--- src/rtl/pcflow_pkg.sv ---
package pcflow_pkg;
  // Register select code for the instruction pointer; counter k uses k+1.
  localparam int unsigned SEL_PTR_CODE = 0;

  // Width of a select code able to name the pointer and every counter.
  function automatic int unsigned sel_width(input int unsigned num_lc);
    int unsigned w;
    w = 1;
    while ((1 << w) < (num_lc + 1)) w = w + 1;
    return w;
  endfunction

  // Width of an index naming one loop counter.
  function automatic int unsigned idx_width(input int unsigned num_lc);
    int unsigned w;
    w = 1;
    while ((1 << w) < num_lc) w = w + 1;
    return w;
  endfunction
endpackage

--- src/rtl/pcflow_rst_sync.sv ---
module pcflow_rst_sync #(
  parameter int unsigned STAGES = 2
) (
  input  logic clk,
  input  logic rst_n,
  output logic rst_sync_n
);
  logic [STAGES-1:0] sync_q;
  logic [STAGES-1:0] sync_d;

  always_comb begin
    sync_d = {sync_q[STAGES-2:0], 1'b1};
  end

  always_ff @(posedge clk or negedge rst_n) begin
    if (!rst_n) sync_q <= '0;
    else        sync_q <= sync_d;
  end

  assign rst_sync_n = sync_q[STAGES-1];
endmodule

--- src/rtl/pcflow_ptr.sv ---
module pcflow_ptr #(
  parameter int unsigned        ADDR_W  = 16,
  parameter logic [ADDR_W-1:0]  RST_VAL = 16'h8000
) (
  input  logic              clk,
  input  logic              rst_n,
  input  logic              wr_en,
  input  logic [ADDR_W-1:0] wr_data,
  input  logic              redir_en,
  input  logic [ADDR_W-1:0] redir_addr,
  input  logic              fetch,
  output logic [ADDR_W-1:0] ptr_q
);
  logic [ADDR_W-1:0] ptr_d;
  logic              ptr_ce;

  // Priority: direct write, then redirect, then sequential advance.
  always_comb begin
    ptr_ce = wr_en | redir_en | fetch;
    if (wr_en)         ptr_d = wr_data;
    else if (redir_en) ptr_d = redir_addr;
    else               ptr_d = ptr_q + ADDR_W'(1);
  end

  always_ff @(posedge clk or negedge rst_n) begin
    if (!rst_n)      ptr_q <= RST_VAL;
    else if (ptr_ce) ptr_q <= ptr_d;
  end
endmodule

--- src/rtl/pcflow_loopctr.sv ---
module pcflow_loopctr #(
  parameter int unsigned CNT_W = 16
) (
  input  logic             clk,
  input  logic             rst_n,
  input  logic             wr_en,
  input  logic [CNT_W-1:0] wr_data,
  input  logic             dec_en,
  output logic [CNT_W-1:0] cnt_q,
  output logic             dec_nz
);
  logic [CNT_W-1:0] cnt_d;
  logic             cnt_ce;

  always_comb begin
    cnt_ce = wr_en | dec_en;
    cnt_d  = wr_en ? wr_data : (cnt_q - CNT_W'(1));
    // Decremented value is nonzero exactly when the present value is not one.
    dec_nz = (cnt_q != CNT_W'(1));
  end

  always_ff @(posedge clk or negedge rst_n) begin
    if (!rst_n)      cnt_q <= '0;
    else if (cnt_ce) cnt_q <= cnt_d;
  end
endmodule

--- src/rtl/pcflow_unit.sv ---
module pcflow_unit #(
  parameter int unsigned ADDR_W  = 16,
  parameter int unsigned CNT_W   = 16,
  parameter int unsigned NUM_LC  = 2,
  parameter int unsigned PTR_RST = 32'h8000
) (
  input  logic                                       clk,
  input  logic                                       rst_n,
  input  logic                                       fetch_i,
  output logic [ADDR_W-1:0]                          fetch_addr_o,
  input  logic                                       wr_en_i,
  input  logic [pcflow_pkg::sel_width(NUM_LC)-1:0]   wr_sel_i,
  input  logic [ADDR_W-1:0]                          wr_data_i,
  input  logic [pcflow_pkg::sel_width(NUM_LC)-1:0]   rd_sel_i,
  output logic [ADDR_W-1:0]                          rd_data_o,
  input  logic                                       dnb_req_i,
  input  logic [pcflow_pkg::idx_width(NUM_LC)-1:0]   dnb_sel_i,
  input  logic [ADDR_W-1:0]                          dnb_target_i
);
  import pcflow_pkg::*;

  localparam int unsigned SEL_W = sel_width(NUM_LC);
  localparam int unsigned IDX_W = idx_width(NUM_LC);

  logic                            rst_sync_n;
  logic                            ptr_wr;
  logic                            redir_en;
  logic [NUM_LC-1:0]               cnt_wr;
  logic [NUM_LC-1:0]               cnt_dec;
  logic [NUM_LC-1:0]               cnt_nz;
  logic [NUM_LC-1:0][CNT_W-1:0]    cnt_q;
  logic [ADDR_W-1:0]               ptr_q;

  pcflow_rst_sync #(.STAGES(2)) rst_sync_i (
    .clk        (clk),
    .rst_n      (rst_n),
    .rst_sync_n (rst_sync_n)
  );

  assign ptr_wr = wr_en_i && (wr_sel_i == SEL_W'(SEL_PTR_CODE));

  genvar k;
  generate
    for (k = 0; k < NUM_LC; k++) begin : g_lc
      assign cnt_wr[k]  = wr_en_i && (wr_sel_i == SEL_W'(k + 1));
      assign cnt_dec[k] = dnb_req_i && (dnb_sel_i == IDX_W'(k));

      pcflow_loopctr #(.CNT_W(CNT_W)) lc_i (
        .clk     (clk),
        .rst_n   (rst_sync_n),
        .wr_en   (cnt_wr[k]),
        .wr_data (wr_data_i[CNT_W-1:0]),
        .dec_en  (cnt_dec[k]),
        .cnt_q   (cnt_q[k]),
        .dec_nz  (cnt_nz[k])
      );
    end
  endgenerate

  // A request naming a counter decides the branch from that counter's state.
  always_comb begin
    redir_en = 1'b0;
    for (int unsigned i = 0; i < NUM_LC; i++) begin
      if (cnt_dec[i]) redir_en = cnt_nz[i];
    end
  end

  pcflow_ptr #(
    .ADDR_W  (ADDR_W),
    .RST_VAL (ADDR_W'(PTR_RST))
  ) ptr_i (
    .clk        (clk),
    .rst_n      (rst_sync_n),
    .wr_en      (ptr_wr),
    .wr_data    (wr_data_i),
    .redir_en   (redir_en),
    .redir_addr (dnb_target_i),
    .fetch      (fetch_i),
    .ptr_q      (ptr_q)
  );

  assign fetch_addr_o = ptr_q;

  always_comb begin
    rd_data_o = '0;
    if (rd_sel_i == SEL_W'(SEL_PTR_CODE)) rd_data_o = ptr_q;
    for (int unsigned i = 0; i < NUM_LC; i++) begin
      if (rd_sel_i == SEL_W'(i + 1)) rd_data_o = ADDR_W'(cnt_q[i]);
    end
  end
endmodule

--- config.mk ---
export PLATFORM = sky130hd
export DESIGN_NAME = pcflow_unit
export DESIGN_NICKNAME = d
export VERILOG_FILES = /design/src/rtl/pcflow_pkg.sv /design/src/rtl/pcflow_rst_sync.sv /design/src/rtl/pcflow_ptr.sv /design/src/rtl/pcflow_loopctr.sv /design/src/rtl/pcflow_unit.sv
export SDC_FILE = /design/constraint.sdc
export NUM_CORES = 1
export LEC_CHECK = 0
export CAP_MARGIN = 5
export CORE_ASPECT_RATIO = 2
export CORE_MARGIN = 3
export CORE_UTILIZATION = 45
export DETAILED_ROUTE_END_ITERATION = 10
export PLACE_DENSITY_LB_ADDON = 0.15
export SYNTH_ARGS = -nofsm -noshare
export SYNTH_HDL_FRONTEND = slang
export SYNTH_HIERARCHICAL = 1
export SYNTH_SLANG_ARGS = --single-unit
--- constraint.sdc ---
create_clock -name clk -period 4.1 [get_ports clk]
set_input_delay 0.82 -clock clk [delete_from_list [all_inputs] [get_ports clk]]
set_output_delay 0.82 -clock clk [all_outputs]
set_load 0.03 [all_outputs]
==> results of run 1 <==
==> layer usage <==
layer	wire length, um	vias up	global-route usage [%]
met3	561	27	3.85
met2	5640	126	42.2
met4	536	0	12.5
met1	4060	1566	29.2
met5	0	-	0
li1	-	1534	-
==> metrics by stage <==
step	power, uW	utilization (%)	instance area [um^2]	hold slack, ns	instances
finish	2050	58.9	4480	0.358	545
CTS	2060	58.9	4480	0.367	545
detailed placement	1580	56.8	4310	0.346	537
floorplan	1280	-	3530	0.331	382
global route	2170	58.9	4480	0.389	545
global placement	1570	56.8	4310	0.338	537
==> report_power, final <==
group	switching [uW]	leakage (uW)	total (uW)	internal, uW
clock network	185	0.0000836	471	286
registers	250	0.000600	863	613
logic	380	0.000972	717	337
total	815	0.00166	2050	1240
==> critical path: cells and delay by family <==
| kind | cells | cell delay, ns |
|---|---|---|
| buffers and inverters | 3 | 1.57 |
| muxes | 1 | 0.12 |
| AOI/OAI and AO/OA | 1 | 0.17 |
==> cells by family (layout without fill, tap and decap cells) <==
family	after synthesis	after routing	synth area share, %
xor+xnor	38	38	9.43
buf+inv	28	97	4.32
flops	50	50	35.5
mux	24	24	6.88
simple gates	150	150	25.7
other cells	1	1	0.106
fa+ha+maj	5	5	1.77
compound gates	86	86	16.3
==> Yosys cell counts, drive strengths merged (2+ instances only) <==
master,instances
mux2i,22
inv,9
a22oi,3
a21oi,10
or3,2
o31a,4
nor4,10
nor4b,2
and3,6
nand3,12
xnor2,21
nor2,21
a2111oi,2
a31oi,2
xor2,17
o2bb2ai,16
o221ai,4
o31ai,2
o21ai,34
nor3b,5
nor2b,5
clkbuf,9
mux2,2
nor3,11
and4bb,2
o22ai,2
buf,9
nand2b,2
ha,5
nand2,50
dfrtp,49
and3b,2
nand3b,4
or2,2
nand4,13
==> final timing paths <==
| kind | startpoint | end | slack [ns] | depth (start not counted) |
|---|---|---|---|---|
| min reg2reg | rst_sync_i/sync_q[0]$_DFF_PN0_ | rst_sync_i/sync_q[1]$_DFF_PN0_ | 0.36 | 0 |
| max reg2reg | g_lc[1].lc_i/cnt_q[1]$_DFFE_PN0P_ | ptr_i/ptr_q[11]$_DFFE_PN0P_ | 1.07 | 10 |
| max in group asynchronous | rst_sync_i/sync_q[1]$_DFF_PN0_ | g_lc[1].lc_i/cnt_q[12]$_DFFE_PN0P_ | 2.95 | 0 |
| max | rd_sel_i[0] | rd_data_o[11] | 0.59 | 5 |
| min | rst_sync_i/sync_q[0]$_DFF_PN0_ | rst_sync_i/sync_q[1]$_DFF_PN0_ | 0.36 | 0 |
| min in group asynchronous | rst_sync_i/sync_q[1]$_DFF_PN0_ | ptr_i/ptr_q[0]$_DFFE_PN0P_ | 0.48 | 0 |
==> cell type report <==
cell class / instances / area share [%]
Tap cell: 94 / 2.63
Clock buffer: 5 / 2.79
Timing Repair Buffer: 79 / 17.3
Clock inverter: 3 / 0.894
Multi-Input combinational cell: 304 / 47.5
Inverter: 10 / 0.838
Sequential cell: 50 / 28.0
==> registers in the layout (all words and copies together) (netlist names) <==
signal             flops
g_lc.lc_i/cnt_q       32
ptr_i/ptr_q           16
rst_sync_i/sync_q      2
==> results_dict.tcl, run 1 <==
set metrics [dict create \
    area_delta_synth_final_pct 26.9 \
    period_minus_slack_ns 3.51 \
    cts_htree_levels 2 \
    fillers 709 \
    cp-start-kind "input port" \
    final-setup-viol-count 0 \
    synthArstFlopShare_pct 100 \
    drtPass1Iterations 4 \
    grt_overflow_total 0 \
    cp_data_arrival_time_ns 2.69 \
    drt_iter0_drc 243 \
    p_leak_uw 0.00166 \
    final_cell_mix "clkdlybuf4s50_1 (73), nand2_1 (50), dfrtp_1 (48)" \
    dieWidth_um 68.6 \
    cp_max_fo 15 \
    diodes 0 \
    post_cts_resized 0 \
    setup_tns_ns 0 \
    clockBufferDepth 2 \
    cpMostUsedCell "clkdlybuf4s50_1" \
    final_antenna_net_count 0 \
    yosysSeqAreaShare_pct 35.5 \
    nets 497 \
    max-slew-margin-rel_pct 27.4 \
    row_count 45 \
    die-area_um2 9010 \
    power.density_nw_per_um2 458 \
    cts_setup_buffers 0 \
    synth_nets 429 \
    cts_root_buf "clkbuf_16" \
    synth_cells 382 \
    dp_slack_ns 0.598 \
    cts_sinks 50 \
    final_common_cell "clkdlybuf4s50_1" \
    synth.largest_area_cell "dfrtp_1" \
    io_pins 74 \
    wl_um 10800 \
    vias 3253 \
    wl_per_cell_um 19.8 \
    worst_pin_slew_ns 1.09 \
    end_kind "output port" \
    avgSynthCellArea_um2 9.24 \
    finalHoldViolations 0 \
    coreArea_um2 7600 \
    antenna_found_initial 0 \
    rsz0062_at_grt "no" \
    synth-seq-cells 50 \
    grt_pass1_vias 3102 \
    cp_cell_sequence "clkdlybuf4s50_1, buf_4, mux2i_1, o2bb2ai_1, clkdlybuf4s50_1" \
    ir_worst_vdd_v 0.000266 \
    initial_core_util_pct 46.4 \
    cts_hold_buf 0 \
    clk_pin_slew_ns 0.06 \
    synth_top_area_share_pct 34.7 \
    drv_cap 0 \
    synthDistinctLibCells 58 \
    cts_tree "built" \
    fp.dieH_um 131 \
    regArea_um2 1250 \
    hp-class "register to register" \
    synth-main-ff-cell "dfrtp_1" \
    critical_path_class "input port to output port" \
    worst_slack_ns 0.586 \
    grt_max_degree 49 \
    netlist_area_um2 3530 \
    grt_pass1_wl_um 16600 \
    grt_usage_pct 25.0 \
    dp_hpwl_um 8130 \
    clk_latency_ns 0.30 \
    status "complete, no violations" \
    cp_data_required_time_ns 3.28 \
    final.setup_skew_ns 0.00895 \
    drc 0 \
    synth_edf_count 0 \
    drv_slew 0 \
    numPortBuffers 73 \
    drive_above_1_share_pct 9.31 \
    slowest_delay_ns 0.69 \
    multi_input_area_um2 2130 \
    numCtsBuffers 5 \
    post-route-period-util_pct 85.7 \
    synth_warnings 6 \
    critPathSlowestCell "clkdlybuf4s50_1" \
    synth.area.top_cells "dfrtp_1 (35%), mux2i_1 (6.2%), nand2_1 (5.3%), xnor2_1 (5.2%), o21ai_0 (4.8%)" \
    fmax_mhz 285 \
    routabilityCongestion 0.876 \
    via_per_inst 5.97 \
]
No activity file was read; power rests on OpenSTA's default activity.
==> run 2, diff against run 1 <==
--- a/config.mk
+++ b/config.mk
@@ -9,6 +9,7 @@
 export CORE_ASPECT_RATIO = 2
 export CORE_MARGIN = 3
 export CORE_UTILIZATION = 45
+export CTS_CLUSTER_DIAMETER = 150
 export DETAILED_ROUTE_END_ITERATION = 10
 export PLACE_DENSITY_LB_ADDON = 0.15
 export SYNTH_ARGS = -nofsm -noshare
==> results of run 2 <==
Same layout as run 1: the final DEF is identical, and so are final timing and power.
==> run 3, diff against run 2 <==
--- a/config.mk
+++ b/config.mk
@@ -12,6 +12,7 @@
 export CTS_CLUSTER_DIAMETER = 150
 export DETAILED_ROUTE_END_ITERATION = 10
 export PLACE_DENSITY_LB_ADDON = 0.15
+export RECOVER_POWER = 100
 export SYNTH_ARGS = -nofsm -noshare
 export SYNTH_HDL_FRONTEND = slang
 export SYNTH_HIERARCHICAL = 1
==> run 3 against run 2 <==
The run now ends with capacitance limit, slew limit left; sequential cell count stayed put; routed wire length is 0.61% higher; maximum frequency is 3.7% lower; via count is 0.15% lower; register-to-register slack hardly changed; hold slack better by 0.00052 ns; sequential power is 0.8% lower; first-iteration DRC count is 16% higher; clock skew is 0.00066 ns higher.
==> results_dict.tcl, run 3 (synthesis results as in run 1) <==
set metrics [dict create \
    status "complete, but fails checks" \
    violations "capacitance limit, slew limit" \
    period_minus_slack_ns 3.65 \
    slowest_delay_ns 0.76 \
    ir_worst_vdd_v 0.000263 \
    critical_path_class "input port to output port" \
    drv_cap 1 \
    grt_pass1_vias 3102 \
    finalHoldViolations 0 \
    cp_max_fo 16 \
    routabilityCongestion 0.876 \
    worst_pin_slew_ns 1.98 \
    cp_data_arrival_time_ns 2.83 \
    area_delta_synth_final_pct 25.7 \
    wl_um 10900 \
    clk_pin_slew_ns 0.06 \
    worstPathBufferInverterCount 2 \
    utilization_pct 58.4 \
    fmax_mhz 274 \
    place_inst 537 \
    final.setup_skew_ns 0.00961 \
    numPortBuffers 73 \
    wl_per_cell_um 19.9 \
    cts_sinks 50 \
    clk_latency_ns 0.30 \
    grt_pass1_wl_um 16600 \
    top_register "g_lc.lc_i/cnt_q" \
    post-route-period-util_pct 89.0 \
    dp_slack_ns 0.598 \
    cp_top_family "buffers and inverters" \
    largest_reg_flops 32 \
    io_pins 74 \
    final_cell_mix "nand2_1 (50), dfrtp_1 (49), clkdlybuf4s50_1 (38)" \
    cts_tree "built" \
    power_uw 2020 \
    dieWidth_um 68.6 \
    nets 497 \
    clockBufferDepth 2 \
    rsz0062_at_grt "no" \
    initial_core_util_pct 46.4 \
    dp_hpwl_um 8130 \
    drive_above_1_share_pct 7.54 \
    drc 0 \
    post_cts_resized 0 \
    max-slew-margin-rel_pct -32.2 \
    cp_data_required_time_ns 3.28 \
    via_per_inst 5.96 \
    cp_cell_sequence "clkdlybuf4s50_1, nor2b_2, o2bb2ai_1, dlygate4sd3_1" \
    cts_root_buf "clkbuf_16" \
    numCtsBuffers 5 \
    die-area_um2 9010 \
    end_kind "output port" \
    cts_htree_levels 2 \
    reg_top3 "g_lc.lc_i/cnt_q (32), ptr_i/ptr_q (16), rst_sync_i/sync_q (2)" \
    final-setup-viol-count 0 \
    grt_overflow_total 0 \
    critPathSlowestCell "dlygate4sd3_1" \
    grt_max_degree 49 \
    hp-class "register to register" \
    finalNonFillerCells 545 \
    fp.dieH_um 131 \
    diodes 0 \
    row_count 45 \
    cp-start-kind "input port" \
    cts_setup_buffers 0 \
    power.density_nw_per_um2 455 \
    grt_usage_pct 25.0 \
    cts_hold_buf 0 \
    antenna_found_initial 0 \
    busiest_layer "met2" \
    setup_tns_ns 0 \
    drt_iter0_drc 283 \
    worst_slack_ns 0.449 \
    fillers 717 \
    vias 3248 \
    met3_usage_pct 3.85 \
    p_leak_uw 0.00168 \
    gr-usage-met1_pct 29.2 \
    grt_use_met2_pct 42.2 \
    drv_slew 49 \
    final_antenna_net_count 0 \
    drtPass1Iterations 4 \
    coreArea_um2 7600 \
    final_common_cell "nand2_1" \
]
-- run 3: cell types whose count changed in the layout (fill, tap and decap cells not counted), sizes merged --
| cell | change |
|---|---|
| buf | -2 |
| clkbuf | +2 |
| clkdlybuf4s50 | -35 |
| dlygate4sd3 | +35 |
-- run 3: cell type report --
class                      count  area (um^2)  area share (%)
sequential                    50         1250            28.2
multi-input combinational    304         2100            47.3
inverter                      10         37.5           0.846
clock buffer                   5          125            2.82
timing repair buffer          79          768            17.3
clock inverter                 3         40.0           0.902
tap                           94          118            2.65
-- run 3: worst register-to-register path: cells and delay by family, from the launching register on --
kind	cells	cell delay [ns]
mux	1	0.07
compound gates	1	0.14
fa+ha+maj	1	0.22
buf+inv	1	0.56
flops	1	0.46
simple gates	5	1.50
-- run 3: through the flow --
| step | instance area (um^2) | hold WS [ns] |
|---|---|---|
| global route | 4440 | 0.390 |
| finish | 4440 | 0.359 |
| floorplan | 3530 | 0.331 |
| detailed placement | 4310 | 0.346 |
| CTS | 4480 | 0.367 |
| global placement | 4310 | 0.338 |
-- run 3: where the power goes --
part           internal (uW)  total, uW  leakage, uW  switching (uW)
Combinational            313        693     0.000993             380
Clock                    286        473    0.0000836             187
Sequential               613        856     0.000601             243
Total                   1210       2020      0.00168             809
-- run 3: layer usage --
| metal | vias to the layer above | wire (um) |
|---|---|---|
| met5 | - | 0 |
| met4 | 0 | 481 |
| met3 | 25 | 498 |
| met2 | 126 | 5720 |
| met1 | 1567 | 4170 |
| li1 | 1530 | - |
-- run 3: final timing paths --
check	startpoint	to	slack [ns]	cells after the start
min in group asynchronous	rst_n	rst_sync_i/sync_q[1]$_DFF_PN0_	0.76	1
hold / removal	rst_sync_i/sync_q[0]$_DFF_PN0_	rst_sync_i/sync_q[1]$_DFF_PN0_	0.36	0
hold reg to reg	rst_sync_i/sync_q[0]$_DFF_PN0_	rst_sync_i/sync_q[1]$_DFF_PN0_	0.36	0
setup / recovery	rd_sel_i[1]	rd_data_o[11]	0.45	4
max in group asynchronous	rst_sync_i/sync_q[1]$_DFF_PN0_	g_lc[1].lc_i/cnt_q[14]$_DFFE_PN0P_	2.10	0
setup reg to reg	g_lc[1].lc_i/cnt_q[0]$_DFFE_PN0P_	ptr_i/ptr_q[15]$_DFFE_PN1P_	1.08	9
